[config.mk]
export PLATFORM = sky130hd
export DESIGN_NAME = nand_op_seq
export DESIGN_NICKNAME = d
export VERILOG_FILES = /design/src/rtl/nand_seq_pkg.sv /design/src/rtl/nand_addr_gen.sv /design/src/rtl/nand_poll_timer.sv /design/src/rtl/nand_op_seq.sv
export SDC_FILE = /design/constraint.sdc
export NUM_CORES = 1
export LEC_CHECK = 0
export ABC_AREA = 1
export BUFFER_PORTS_ARGS = -buffer_cell sky130_fd_sc_hd__buf_2
export CAP_MARGIN = 20
export CORE_AREA = 2 2 76 151
export CTS_CLUSTER_DIAMETER = 100
export DETAILED_ROUTE_END_ITERATION = 6
export DIE_AREA = 0 0 78 153
export GPL_TIMING_DRIVEN = 0
export PLACE_DENSITY = 0.76
export SETUP_SLACK_MARGIN = 0.4
export SKIP_LAST_GASP = 1
export SLEW_MARGIN = 25
export SYNTH_ARGS = -nofsm -noshare
export SYNTH_HDL_FRONTEND = slang
export SYNTH_HIERARCHICAL = 1
export SYNTH_SLANG_ARGS = --single-unit
[constraint.sdc]
create_clock -name clk_i -period 2.49 [get_ports clk_i]
set_input_delay 0.249 -clock clk_i [delete_from_list [all_inputs] [get_ports clk_i]]
set_output_delay 0.249 -clock clk_i [all_outputs]
set_load 0.02 [all_outputs]
[src/rtl/nand_seq_pkg.sv]
package nand_seq_pkg;

  typedef enum logic [1:0] {
    OP_READ  = 2'd0,
    OP_PROG  = 2'd1,
    OP_ERASE = 2'd2,
    OP_RESET = 2'd3
  } nand_op_e;

  typedef enum logic [3:0] {
    ST_IDLE,
    ST_CMD_A,
    ST_ADDR,
    ST_WR,
    ST_CMD_B,
    ST_LWAIT,
    ST_GAP,
    ST_SCMD,
    ST_SRD,
    ST_RECMD,
    ST_RD,
    ST_DONE
  } seq_st_e;

  localparam logic [7:0] CMD_RD       = 8'h00;
  localparam logic [7:0] CMD_RD_GO    = 8'h30;
  localparam logic [7:0] CMD_PRG      = 8'h80;
  localparam logic [7:0] CMD_PRG_GO   = 8'h10;
  localparam logic [7:0] CMD_ERS      = 8'h60;
  localparam logic [7:0] CMD_ERS_GO   = 8'hD0;
  localparam logic [7:0] CMD_STAT     = 8'h70;
  localparam logic [7:0] CMD_RST      = 8'hFF;

  localparam logic [7:0] RDY_MASK     = 8'h40;
  localparam logic [7:0] RST_RDY_MASK = 8'h60;

  localparam int COL_BITS    = 11;
  localparam int PAGE_CYCLES = 5;
  localparam int ROW_CYCLES  = 3;

endpackage

[src/rtl/nand_addr_gen.sv]
module nand_addr_gen
  import nand_seq_pkg::*;
#(
  parameter int BLK_W      = 11,
  parameter int PAGE_W     = 6,
  parameter int BLK_SHIFT  = 17,
  parameter int PAGE_SHIFT = 11
) (
  input  logic              clk_i,
  input  logic              rst_ni,
  input  logic              capture_i,
  input  logic [BLK_W-1:0]  blk_i,
  input  logic [PAGE_W-1:0] page_i,
  input  logic              row_only_i,
  input  logic [2:0]        idx_i,
  output logic [7:0]        byte_o
);

  localparam int BLK_TOP  = BLK_SHIFT + BLK_W;
  localparam int PAGE_TOP = PAGE_SHIFT + PAGE_W;
  localparam int ADDR_W   = ((BLK_TOP > PAGE_TOP) ? BLK_TOP : PAGE_TOP) + 1;
  localparam int PAD_W    = ADDR_W + COL_BITS + 8 * ROW_CYCLES;

  logic [ADDR_W-1:0] addr_q;
  logic              row_q;
  logic [PAD_W-1:0]  pad;

  always_ff @(posedge clk_i or negedge rst_ni) begin
    if (!rst_ni) begin
      addr_q <= '0;
      row_q  <= 1'b0;
    end else if (capture_i) begin
      addr_q <= (ADDR_W'(blk_i) << BLK_SHIFT) + (ADDR_W'(page_i) << PAGE_SHIFT);
      row_q  <= row_only_i;
    end
  end

  assign pad = PAD_W'(addr_q);

  // page layout: 8,3,8,8,1 bit fields; row layout: 8-bit fields above column
  always_comb begin
    byte_o = 8'h00;
    if (row_q) begin
      byte_o = pad[COL_BITS + 8 * int'(idx_i) +: 8];
    end else begin
      case (idx_i)
        3'd0:    byte_o = pad[7:0];
        3'd1:    byte_o = {5'b0, pad[10:8]};
        3'd2:    byte_o = pad[18:11];
        3'd3:    byte_o = pad[26:19];
        default: byte_o = {7'b0, pad[27]};
      endcase
    end
  end

endmodule

[src/rtl/nand_poll_timer.sv]
module nand_poll_timer #(
  parameter int CNT_W  = 17,
  parameter int POLL_W = 15
) (
  input  logic              clk_i,
  input  logic              rst_ni,
  input  logic              load_i,
  input  logic [CNT_W-1:0]  load_val_i,
  input  logic              clr_polls_i,
  input  logic              inc_polls_i,
  output logic              zero_o,
  output logic [POLL_W-1:0] polls_o
);

  logic [CNT_W-1:0]  cnt_q;
  logic [POLL_W-1:0] polls_q;

  always_ff @(posedge clk_i or negedge rst_ni) begin
    if (!rst_ni) begin
      cnt_q <= '0;
    end else if (load_i) begin
      cnt_q <= load_val_i;
    end else if (cnt_q != '0) begin
      cnt_q <= cnt_q - 1'b1;
    end
  end

  // saturating so unbounded reset polling never wraps
  always_ff @(posedge clk_i or negedge rst_ni) begin
    if (!rst_ni) begin
      polls_q <= '0;
    end else if (clr_polls_i) begin
      polls_q <= '0;
    end else if (inc_polls_i && (polls_q != '1)) begin
      polls_q <= polls_q + 1'b1;
    end
  end

  assign zero_o  = (cnt_q == '0);
  assign polls_o = polls_q;

  a_r10_gap_holds_zero: assert property (@(posedge clk_i) disable iff (!rst_ni)
    (!load_i && zero_o) |=> zero_o);

endmodule

[src/rtl/nand_op_seq.sv]
module nand_op_seq
  import nand_seq_pkg::*;
#(
  parameter int BLK_W       = 11,
  parameter int PAGE_W      = 6,
  parameter int BLK_SHIFT   = 17,
  parameter int PAGE_SHIFT  = 11,
  parameter int MAIN_WORDS  = 1024,
  parameter int SPARE_WORDS = 32,
  parameter int MAX_POLLS   = 1500,
  parameter int RESET_WAIT  = 100000,
  parameter int RESET_TRIES = 20000,
  parameter int GAP_W       = 16
) (
  input  logic              clk_i,
  input  logic              rst_ni,
  input  logic              start_i,
  input  logic [1:0]        op_i,
  input  logic              ext_verify_i,
  input  logic [BLK_W-1:0]  blk_i,
  input  logic [PAGE_W-1:0] page_i,
  input  logic [GAP_W-1:0]  poll_gap_i,
  output logic              nand_cle_o,
  output logic              nand_ale_o,
  output logic              nand_we_o,
  output logic              nand_re_o,
  output logic [15:0]       nand_dq_o,
  input  logic [15:0]       nand_dq_i,
  input  logic [15:0]       wdata_i,
  output logic              wdata_pop_o,
  output logic [15:0]       rdata_o,
  output logic              rdata_valid_o,
  output logic              busy_o,
  output logic              done_o,
  output logic              timeout_o,
  output logic              fail_o
);

  localparam int XFER_WORDS = MAIN_WORDS + SPARE_WORDS;
  localparam int XFER_W     = $clog2(XFER_WORDS + 1);
  localparam int POLL_LIM   = (MAX_POLLS > RESET_TRIES) ? MAX_POLLS : RESET_TRIES;
  localparam int POLL_W     = $clog2(POLL_LIM + 2);
  localparam int WAIT_W     = $clog2(RESET_WAIT + 1);
  localparam int CNT_W      = (WAIT_W > GAP_W) ? WAIT_W : GAP_W;

  seq_st_e           st_q, st_d;
  nand_op_e          op_q;
  logic              ext_q;
  logic [2:0]        idx_q;
  logic [XFER_W-1:0] wcnt_q;
  logic              timeout_q, fail_q;

  logic              start_ok;
  logic              last_addr, last_word;
  logic [7:0]        stat_mask;
  logic              rdy, limited, hit;
  logic [POLL_W-1:0] lim_val;
  logic              t_load, t_zero, clr_polls, inc_polls;
  logic [CNT_W-1:0]  t_val;
  logic [POLL_W-1:0] polls;
  logic [7:0]        addr_byte;
  logic [PAGE_W-1:0] page_eff;

  assign start_ok  = (st_q == ST_IDLE) && start_i;
  assign page_eff  = (nand_op_e'(op_i) == OP_ERASE) ? '0 : page_i;
  assign last_addr = (op_q == OP_ERASE) ? (idx_q == 3'(ROW_CYCLES - 1))
                                        : (idx_q == 3'(PAGE_CYCLES - 1));
  assign last_word = (wcnt_q == XFER_W'(XFER_WORDS - 1));
  assign stat_mask = (op_q == OP_RESET) ? RST_RDY_MASK : RDY_MASK;
  assign rdy       = ((nand_dq_i[7:0] & stat_mask) == stat_mask);
  assign limited   = (op_q != OP_RESET) || ext_q;
  assign lim_val   = (op_q == OP_RESET) ? POLL_W'(RESET_TRIES) : POLL_W'(MAX_POLLS);
  assign hit       = limited && ((polls + POLL_W'(1)) == lim_val);

  nand_addr_gen #(
    .BLK_W     (BLK_W),
    .PAGE_W    (PAGE_W),
    .BLK_SHIFT (BLK_SHIFT),
    .PAGE_SHIFT(PAGE_SHIFT)
  ) u_addr (
    .clk_i     (clk_i),
    .rst_ni    (rst_ni),
    .capture_i (start_ok),
    .blk_i     (blk_i),
    .page_i    (page_eff),
    .row_only_i(nand_op_e'(op_i) == OP_ERASE),
    .idx_i     (idx_q),
    .byte_o    (addr_byte)
  );

  nand_poll_timer #(
    .CNT_W (CNT_W),
    .POLL_W(POLL_W)
  ) u_timer (
    .clk_i      (clk_i),
    .rst_ni     (rst_ni),
    .load_i     (t_load),
    .load_val_i (t_val),
    .clr_polls_i(clr_polls),
    .inc_polls_i(inc_polls),
    .zero_o     (t_zero),
    .polls_o    (polls)
  );

  always_comb begin
    st_d      = st_q;
    t_load    = 1'b0;
    t_val     = '0;
    clr_polls = 1'b0;
    inc_polls = 1'b0;
    case (st_q)
      ST_IDLE: if (start_i) begin
        st_d      = ST_CMD_A;
        clr_polls = 1'b1;
      end
      ST_CMD_A: if (op_q == OP_RESET) begin
        st_d   = ST_LWAIT;
        t_load = 1'b1;
        t_val  = CNT_W'(RESET_WAIT);
      end else begin
        st_d = ST_ADDR;
      end
      ST_ADDR: if (last_addr) st_d = (op_q == OP_PROG) ? ST_WR : ST_CMD_B;
      ST_WR:   if (last_word) st_d = ST_CMD_B;
      ST_CMD_B: begin
        st_d   = ST_GAP;
        t_load = 1'b1;
        t_val  = CNT_W'(poll_gap_i);
      end
      ST_LWAIT: if (t_zero) begin
        st_d   = ST_GAP;
        t_load = 1'b1;
        t_val  = CNT_W'(poll_gap_i);
      end
      ST_GAP:  if (t_zero) st_d = ST_SCMD;
      ST_SCMD: st_d = ST_SRD;
      ST_SRD: begin
        inc_polls = 1'b1;
        if (rdy) begin
          st_d = (op_q == OP_READ) ? ST_RECMD : ST_DONE;
        end else if (hit) begin
          st_d = ST_DONE;
        end else begin
          st_d   = ST_GAP;
          t_load = 1'b1;
          t_val  = CNT_W'(poll_gap_i);
        end
      end
      ST_RECMD: st_d = ST_RD;
      ST_RD:    if (last_word) st_d = ST_DONE;
      ST_DONE:  st_d = ST_IDLE;
      default:  st_d = ST_IDLE;
    endcase
  end

  always_ff @(posedge clk_i or negedge rst_ni) begin
    if (!rst_ni) begin
      st_q      <= ST_IDLE;
      op_q      <= OP_READ;
      ext_q     <= 1'b0;
      idx_q     <= '0;
      wcnt_q    <= '0;
      timeout_q <= 1'b0;
      fail_q    <= 1'b0;
    end else begin
      st_q   <= st_d;
      idx_q  <= (st_q == ST_ADDR) ? idx_q + 3'd1 : 3'd0;
      wcnt_q <= (st_q == ST_WR || st_q == ST_RD) ? wcnt_q + 1'b1 : '0;
      if (start_ok) begin
        op_q      <= nand_op_e'(op_i);
        ext_q     <= ext_verify_i;
        timeout_q <= 1'b0;
        fail_q    <= 1'b0;
      end
      if (st_q == ST_SRD) begin
        if (rdy) begin
          fail_q <= ((op_q == OP_PROG) || (op_q == OP_ERASE)) && nand_dq_i[0];
        end else if (hit) begin
          timeout_q <= 1'b1;
        end
      end
    end
  end

  always_comb begin
    nand_dq_o = 16'h0000;
    case (st_q)
      ST_CMD_A: case (op_q)
        OP_READ:  nand_dq_o = {8'h00, CMD_RD};
        OP_PROG:  nand_dq_o = {8'h00, CMD_PRG};
        OP_ERASE: nand_dq_o = {8'h00, CMD_ERS};
        default:  nand_dq_o = {8'h00, CMD_RST};
      endcase
      ST_CMD_B: case (op_q)
        OP_READ:  nand_dq_o = {8'h00, CMD_RD_GO};
        OP_PROG:  nand_dq_o = {8'h00, CMD_PRG_GO};
        default:  nand_dq_o = {8'h00, CMD_ERS_GO};
      endcase
      ST_ADDR:  nand_dq_o = {8'h00, addr_byte};
      ST_SCMD:  nand_dq_o = {8'h00, CMD_STAT};
      ST_RECMD: nand_dq_o = {8'h00, CMD_RD};
      ST_WR:    nand_dq_o = wdata_i;
      default:  nand_dq_o = 16'h0000;
    endcase
  end

  assign nand_cle_o    = (st_q == ST_CMD_A) || (st_q == ST_CMD_B) ||
                         (st_q == ST_SCMD)  || (st_q == ST_RECMD);
  assign nand_ale_o    = (st_q == ST_ADDR);
  assign nand_we_o     = nand_cle_o || nand_ale_o || (st_q == ST_WR);
  assign nand_re_o     = (st_q == ST_SRD) || (st_q == ST_RD);
  assign wdata_pop_o   = (st_q == ST_WR);
  assign rdata_o       = nand_dq_i;
  assign rdata_valid_o = (st_q == ST_RD);
  assign busy_o        = (st_q != ST_IDLE);
  assign done_o        = (st_q == ST_DONE);
  assign timeout_o     = timeout_q;
  assign fail_o        = fail_q;

  a_r5_strobe_excl: assert property (@(posedge clk_i) disable iff (!rst_ni)
    $onehot0({nand_cle_o, nand_ale_o, nand_re_o}) && !(nand_re_o && nand_we_o));

  a_r3_pop_on_write: assert property (@(posedge clk_i) disable iff (!rst_ni)
    wdata_pop_o |-> (nand_we_o && !nand_cle_o && !nand_ale_o && op_q == OP_PROG));

  a_r9_done_pulse: assert property (@(posedge clk_i) disable iff (!rst_ni)
    done_o |=> !done_o);

  a_r9_flags_excl: assert property (@(posedge clk_i) disable iff (!rst_ni)
    done_o |-> !(timeout_o && fail_o));

  a_r8_busy_ignore: assert property (@(posedge clk_i) disable iff (!rst_ni)
    (busy_o && start_i) |=> $stable(op_q));

  a_r6_poll_budget: assert property (@(posedge clk_i) disable iff (!rst_ni)
    (done_o && timeout_o && op_q != OP_RESET) |-> (polls == POLL_W'(MAX_POLLS)));

  a_r7_reset_budget: assert property (@(posedge clk_i) disable iff (!rst_ni)
    (done_o && timeout_o && op_q == OP_RESET) |-> (ext_q && polls == POLL_W'(RESET_TRIES)));

endmodule

[After elaboration in Yosys (flattened, before gate mapping)]
Cells that the tools add are included.
Operators by class
  $add $sub $neg: 6
  equality and inequality tests: 30
  shift operators: 1
  mux-type cells: 47
  bitwise operators: 1
  reductions and logical operators: 22
Operators with widths (number)
  case mux 16 bit (5 select lines): 1
  case mux 17 bit (4 select lines): 1
  indexed part select 64 x 32 -> 8 bit: 1
  2-to-1 mux 17 bit: 3
  2-to-1 mux 16 bit: 3
  2-to-1 mux 15 bit: 3
  case mux 4 bit (11 select lines): 1
  2-to-1 mux 4 bit: 8
  case mux 8 bit (4 select lines): 1
  adder 28 x 17 -> 29 bit: 1
  case mux 8 bit (3 select lines): 1
  zero test 17 bit: 1
  nonzero test 17 bit: 1
  subtractor 17 x 1 -> 17 bit, second input constant: 1
  equality test 4 x 3 -> 1 bit, second input constant: 4
  equality test 4 bit, second input constant: 4
  case mux 8 bit (2 select lines): 1
  adder 15 x 1 -> 15 bit, second input constant: 1
  equality test 15 bit: 1
  2-to-1 mux 1 bit: 15
  != test 15 bit, second input constant: 1
  2-to-1 mux 6 bit: 2
  adder 11 x 1 -> 11 bit, second input constant: 1
  equality test 11 bit, second input constant: 1
  other kinds (26): 49
Storage, ports and cells
  register bits after elaboration: 85
  input bits: 71
  output and inout bits: 42

[Depth between registers and ports, before layout]
  word-level depth: 8
  depth in mapped cells: 20
  gate-level depth less buffers: 19

[Cells and area by module]
Netlist, hierarchy kept.
By module, submodules not included
  nand_op_seq: instances 1, cells each 370, area an instance 2338.5 sq um, sequential area each 575.6 sq um
  nand_poll_timer: instances 1, cells each 308, area an instance 2069.5 sq um, sequential area each 800.8 sq um
  nand_addr_gen: instances 1, cells each 94, area an instance 877.1 sq um, sequential area each 450.4 sq um

[Worst setup path before layout]
Ideal clock, no wire load.
  path type: register -> register
  from: register u_timer.cnt_q[0]
  to: register u_timer.cnt_q[6]
  library setup time: 86 ps
  data arrival time: 2562 ps
  slack: -158 ps
  stages on the path, launching flop included: 15
  path buffers: 2
  period minus slack after synthesis: 2648 ps
  cell sequence: dfrtp_1 -> inv_1 -> ha_1 -> nand3_1 -> nor2_1 -> nand4_1 -> inv_1 -> a31oi_1 -> clkbuf_2 -> nand3_2 -> buf_2 -> clkinv_1 -> nand4_1 -> inv_1 -> nor3_1
On the way
  word-level cells in the longest chain between the ends: 4
  elaborated cells on any way between the ends: 10
  those cells by class: add/sub (1); mux (6); reduce/logical (3)
Ends and longest elaborated chain
  start, declared: RTL line nand_poll_timer.sv:15  | logic [CNT_W-1:0] cnt_q;
  start signal, assigned: RTL line nand_poll_timer.sv:22  | cnt_q <= load_val_i;
  start signal, assigned: RTL line nand_poll_timer.sv:24  | cnt_q <= cnt_q - 1'b1;
  zero test 17 bit *: RTL line nand_poll_timer.sv:39  | assign zero_o = (cnt_q == '0);
  net t_zero: RTL line nand_op_seq.sv:58  | logic t_load, t_zero, clr_polls, inc_polls;
  2-to-1 mux 1 bit *: RTL line nand_op_seq.sv:130  | ST_LWAIT: if (t_zero) begin
  case mux 1 bit (4 select lines) *: RTL line nand_op_seq.sv:111  | case (st_q)
  net t_load: RTL line nand_op_seq.sv:58
  2-to-1 mux 17 bit or nonzero test 2 bit (tied branches)
Mark *: on every way through the listed nets, which the timed path passes. The rest lies on a longest branch. The select of a mux whose other input is x is not followed.
A chain may end at the register's enable or synchronous reset.

[Worst setup path after layout]
  from: register op_q[0]
  to: register u_timer.cnt_q[1]
On the way
  word-level cells in the longest chain between the ends: 8
  elaborated cells on any way between the ends: 18
  those cells by class: eq/ne (4); mux (10); bitwise (1); reduce/logical (3)
Ends and longest elaborated chain
  start, declared: RTL line nand_op_seq.sv:47  | nand_op_e op_q;
  start signal, assigned: RTL line nand_op_seq.sv:170  | op_q <= nand_op_e'(op_i);
  equality test 2 bit: RTL line nand_op_seq.sv:69, nand_op_seq.sv:72, nand_op_seq.sv:116
  2-to-1 mux 15 bit: RTL line nand_op_seq.sv:72  | assign lim_val = (op_q == OP_RESET) ? POLL_W'(RESET_TRIES) : POLL_W'(MAX_POLLS);
  equality test 15 bit: RTL line nand_op_seq.sv:73  | assign hit = limited && ((polls + POLL_W'(1)) == lim_val);
  logical AND 1 bit: RTL line nand_op_seq.sv:73
  2-to-1 mux 1 bit: RTL line nand_op_seq.sv:141  | end else if (hit) begin
  2-to-1 mux 1 bit: RTL line nand_op_seq.sv:139  | if (rdy) begin
  case mux 1 bit (4 select lines) *: RTL line nand_op_seq.sv:111
  net t_load: RTL line nand_op_seq.sv:58
  2-to-1 mux 17 bit or nonzero test 2 bit (tied branches)
Mark *: on every way through the listed nets, which the timed path passes. The rest lies on a longest branch.

==> impl_metrics.tcl <==
set metrics [dict create \
    status "completed" \
    min_period_ps 2422 \
    drc 0 \
    syn_avg_cell_area_um2 6.846 \
    syn_area_mm2 0.005285 \
    die_w_um 78 \
    whs_path_depth 3 \
    power.clock.fraction_pct 19.4 \
    syn_nets 852 \
    cap_violations 0 \
    ctsRootBufferMaster "clkbuf_16" \
    r2r_end "u_timer/cnt_q[1]" \
    ir_drop_uv 549.4 \
    swShare_pct 45.59 \
    power.leakage_nw 3.416 \
    ys.flop_type "dfrtp_1" \
    layout_common_cells "nand2_1 (214), nor2_1 (104), buf_2 (94)" \
    fin_util_pct 63.13 \
    fin_nets 989 \
    hp-class "in2reg" \
    vias 5611 \
    power_w 0.007079 \
    clk_pin_slew_ps 60 \
    drive_gt1_share_pct 30.20 \
    grt_usage_pct 27.02 \
    pin_count 113 \
    rows 54 \
    cts_made_buffers 9 \
    wirelength_um 16180 \
    cpPeakStageDelay_ps 390 \
    cts_max_path_buffers 2 \
    seq_area_frac_synth_pct 34.56 \
    setup_slack_ps 68.23 \
    yosys_warnings 6 \
    syn_to_final_growth_pct 29.12 \
    first_iter_violations 426 \
    hold_start "ext_verify_i" \
    place_hpwl_um 11680 \
    cts_tree "built" \
    rsz0062_at_grt "yes" \
    firstDrtPassIters 6 \
    cell_internal_pwr_w 0.003851 \
    synth_top_area_cell "dfrtp_1" \
    port_buffers 99 \
    power_frac_comb_pct 54.4 \
    cp_data_arrival_time_ps 2660 \
    reg2reg_depth 19 \
    cp-start-kind "flip-flop" \
    crit_type "reg2reg" \
    numPlacedInstances 1012 \
    die_y_um 153 \
    grt_pass1_wl_um 25110 \
    power.switching_w 0.003228 \
    place_congestion 0.9817 \
    critPathMaxFanout 6 \
    h-tree-depth 3 \
    grt_antenna_before_repair 0 \
    drv_slew 0 \
    grt_max_degree 51 \
    path_buf_inv 4 \
    numClockSinks 73 \
    vias_per_cell 5.324 \
    ys_types 43 \
    ant_nets 0 \
    fmax_mhz 412.9 \
    setup_viol_count_final 0 \
    crit_slowest_cell "dfrtp_1" \
    ys_async_sr_fraction_pct 100.0 \
    critPathRequiredTime_ps 2730 \
    cp_top_family "simple AND/OR/NAND/NOR gates" \
    crit_path_cell_trace "ha_4, inv_8, nand2_2, nand2_1, nor2_1, nand3_1, nor2_1, nand3_1, nor2_2, nand3_2, nand2_4, buf_12, nand3_2, buf_6, buf_4, nand2_1, o21ai_2, nand2_4, o21ai_2" \
    final_common_cell "nand2_1" \
    synth_enable_flop_cells 0 \
    globalRouteOverflowTotal 0 \
    pwr_density_cell_mw_per_mm2 1037 \
    post-route-period-util_pct 97.26 \
    pre_cts_ws_ps -405.9 \
    cp-end-kind "flip-flop" \
    r2r_start "op_q[0]" \
    skew_ps 6.373 \
    tightest_slew_ps 566.2 \
    fin_cells 1054 \
    first_global_vias 5320 \
    syn_inst 772 \
    reg2reg_setup_slack_ps 70 \
    fill_cells 994 \
    max_slew_margin_pct 62.11 \
    ys_top_cells_by_area "dfrtp_1 (35%), nand2_1 (16%), nor2_1 (8.2%)" \
    hold_viol 0 \
    clk_latency_ps 350 \
    power_frac_seq_pct 26.2 \
    synth_top_area_share_pct 34.56 \
    core-area_mm2 0.01081 \
    min_to "ext_q" \
    ys_seq_elements 73 \
    antenna_cells 0 \
    wl_per_cell_um 15.35 \
    die-area_mm2 0.01193 \
    initial_core_util_pct 48.89 \
]
## routing by layer
metal,vias to the layer above,GRT usage (%),share of wire (%)
met5,-,0,0
met4,0,16.12,5.8
met3,67,4.309,5.0
met2,229,51.27,55
met1,2592,26.51,34
li1,2723,-,-
## synth_stat cells (all sizes together) (10+ instances only)
master and count:
a21boi 11, a21oi 22, buf 29, dfrtp 73, inv 102, mux2 10
nand2 229, nand3 53, nand4 26, nor2 128, nor3 12, o21ai 29
## power groups by stage
stage | registers (W) | clock network [W] | logic [W]
final | 0.00185 | 0.00137 | 0.00385
after detailed placement | 0.00183 | 0 | 0.00319
after global routing | 0.00189 | 0.00144 | 0.00418
after CTS | 0.00182 | 0.00139 | 0.00346
after global placement | 0.00182 | 0 | 0.00315
after floorplan | 0.00176 | 0 | 0.00236
## layout make-up
| class | instances | area, um2 | share of cell area (%) |
|---|---|---|---|
| Timing Repair Buffer | 126 | 762.0 | 11.17 |
| Tap cell | 140 | 175.2 | 2.567 |
| Clock inverter | 7 | 83.83 | 1.228 |
| Multi-Input combinational cell | 565 | 3039 | 44.54 |
| Sequential cell | 73 | 1839 | 26.95 |
| Inverter | 103 | 421.7 | 6.179 |
| Buffer | 31 | 277.8 | 4.070 |
| Clock buffer | 9 | 225.2 | 3.300 |
## cells by family (layout without fill, tap and decap cells)
logic type      after synthesis  after routing  synth area share, %
simple gates                462            462                38.26
buf+inv                     134            276                11.77
compound gates               73             73                9.044
flops                        73             73                34.56
xor+xnor                     11             11                1.823
mux                          10             10                2.415
fa+ha+maj                     9              9                2.131
## how the worst max path moves through the flow
stage	startpoint	end	slack, ps	depth (start not counted)
2_1_floorplan	op_q[1]	u_timer/cnt_q[6]	220	18
3_3_place_gp	u_timer/cnt_q[0]	u_timer/cnt_q[8]	-430	13
3_5_place_dp	u_timer/cnt_q[0]	u_timer/cnt_q[8]	-410	13
4_1_cts	op_q[1]	u_timer/cnt_q[0]	130	20
5_1_grt	op_q[1]	u_timer/cnt_q[0]	-60	19
6_report	op_q[0]	u_timer/cnt_q[1]	70	19
## sequential cells by signal (all words and copies together), names as in the netlist
name / flops
u_addr/addr_q: 17
u_timer/cnt_q: 17
u_timer/polls_o: 15
wcnt_q: 11
st_q: 4
idx_q: 3
op_q: 2
ext_q: 1
fail_o: 1
timeout_o: 1
u_addr/row_q: 1
## worst min-delay path, delay by kind of cell
kind | cells | cell delay (ps)
AND/OR/NAND/NOR | 2 | 90
buffers and inverters | 1 | 70
## per-stage QoR
stage / instance area (um2) / TNS (ps) / hold slack [ps]
6_report: 6824 / 0 / 99.32
5_1_grt: 6824 / -475.4 / 118.2
4_1_cts: 6600 / 0 / 101.2
3_5_place_dp: 6060 / -5270 / 181.6
3_3_place_gp: 6030 / -5119 / 450.2
2_1_floorplan: 5359 / 0 / -46.59
## timing repair
action,in CTS,in global routing
hold endpoints to repair,23,0
hold buffers,1,0
gates resized for setup,42,47
pin swaps,9,13
buffers inserted,15,10
setup endpoints to repair,45,50
No activity file was read; power rests on OpenSTA's default activity.
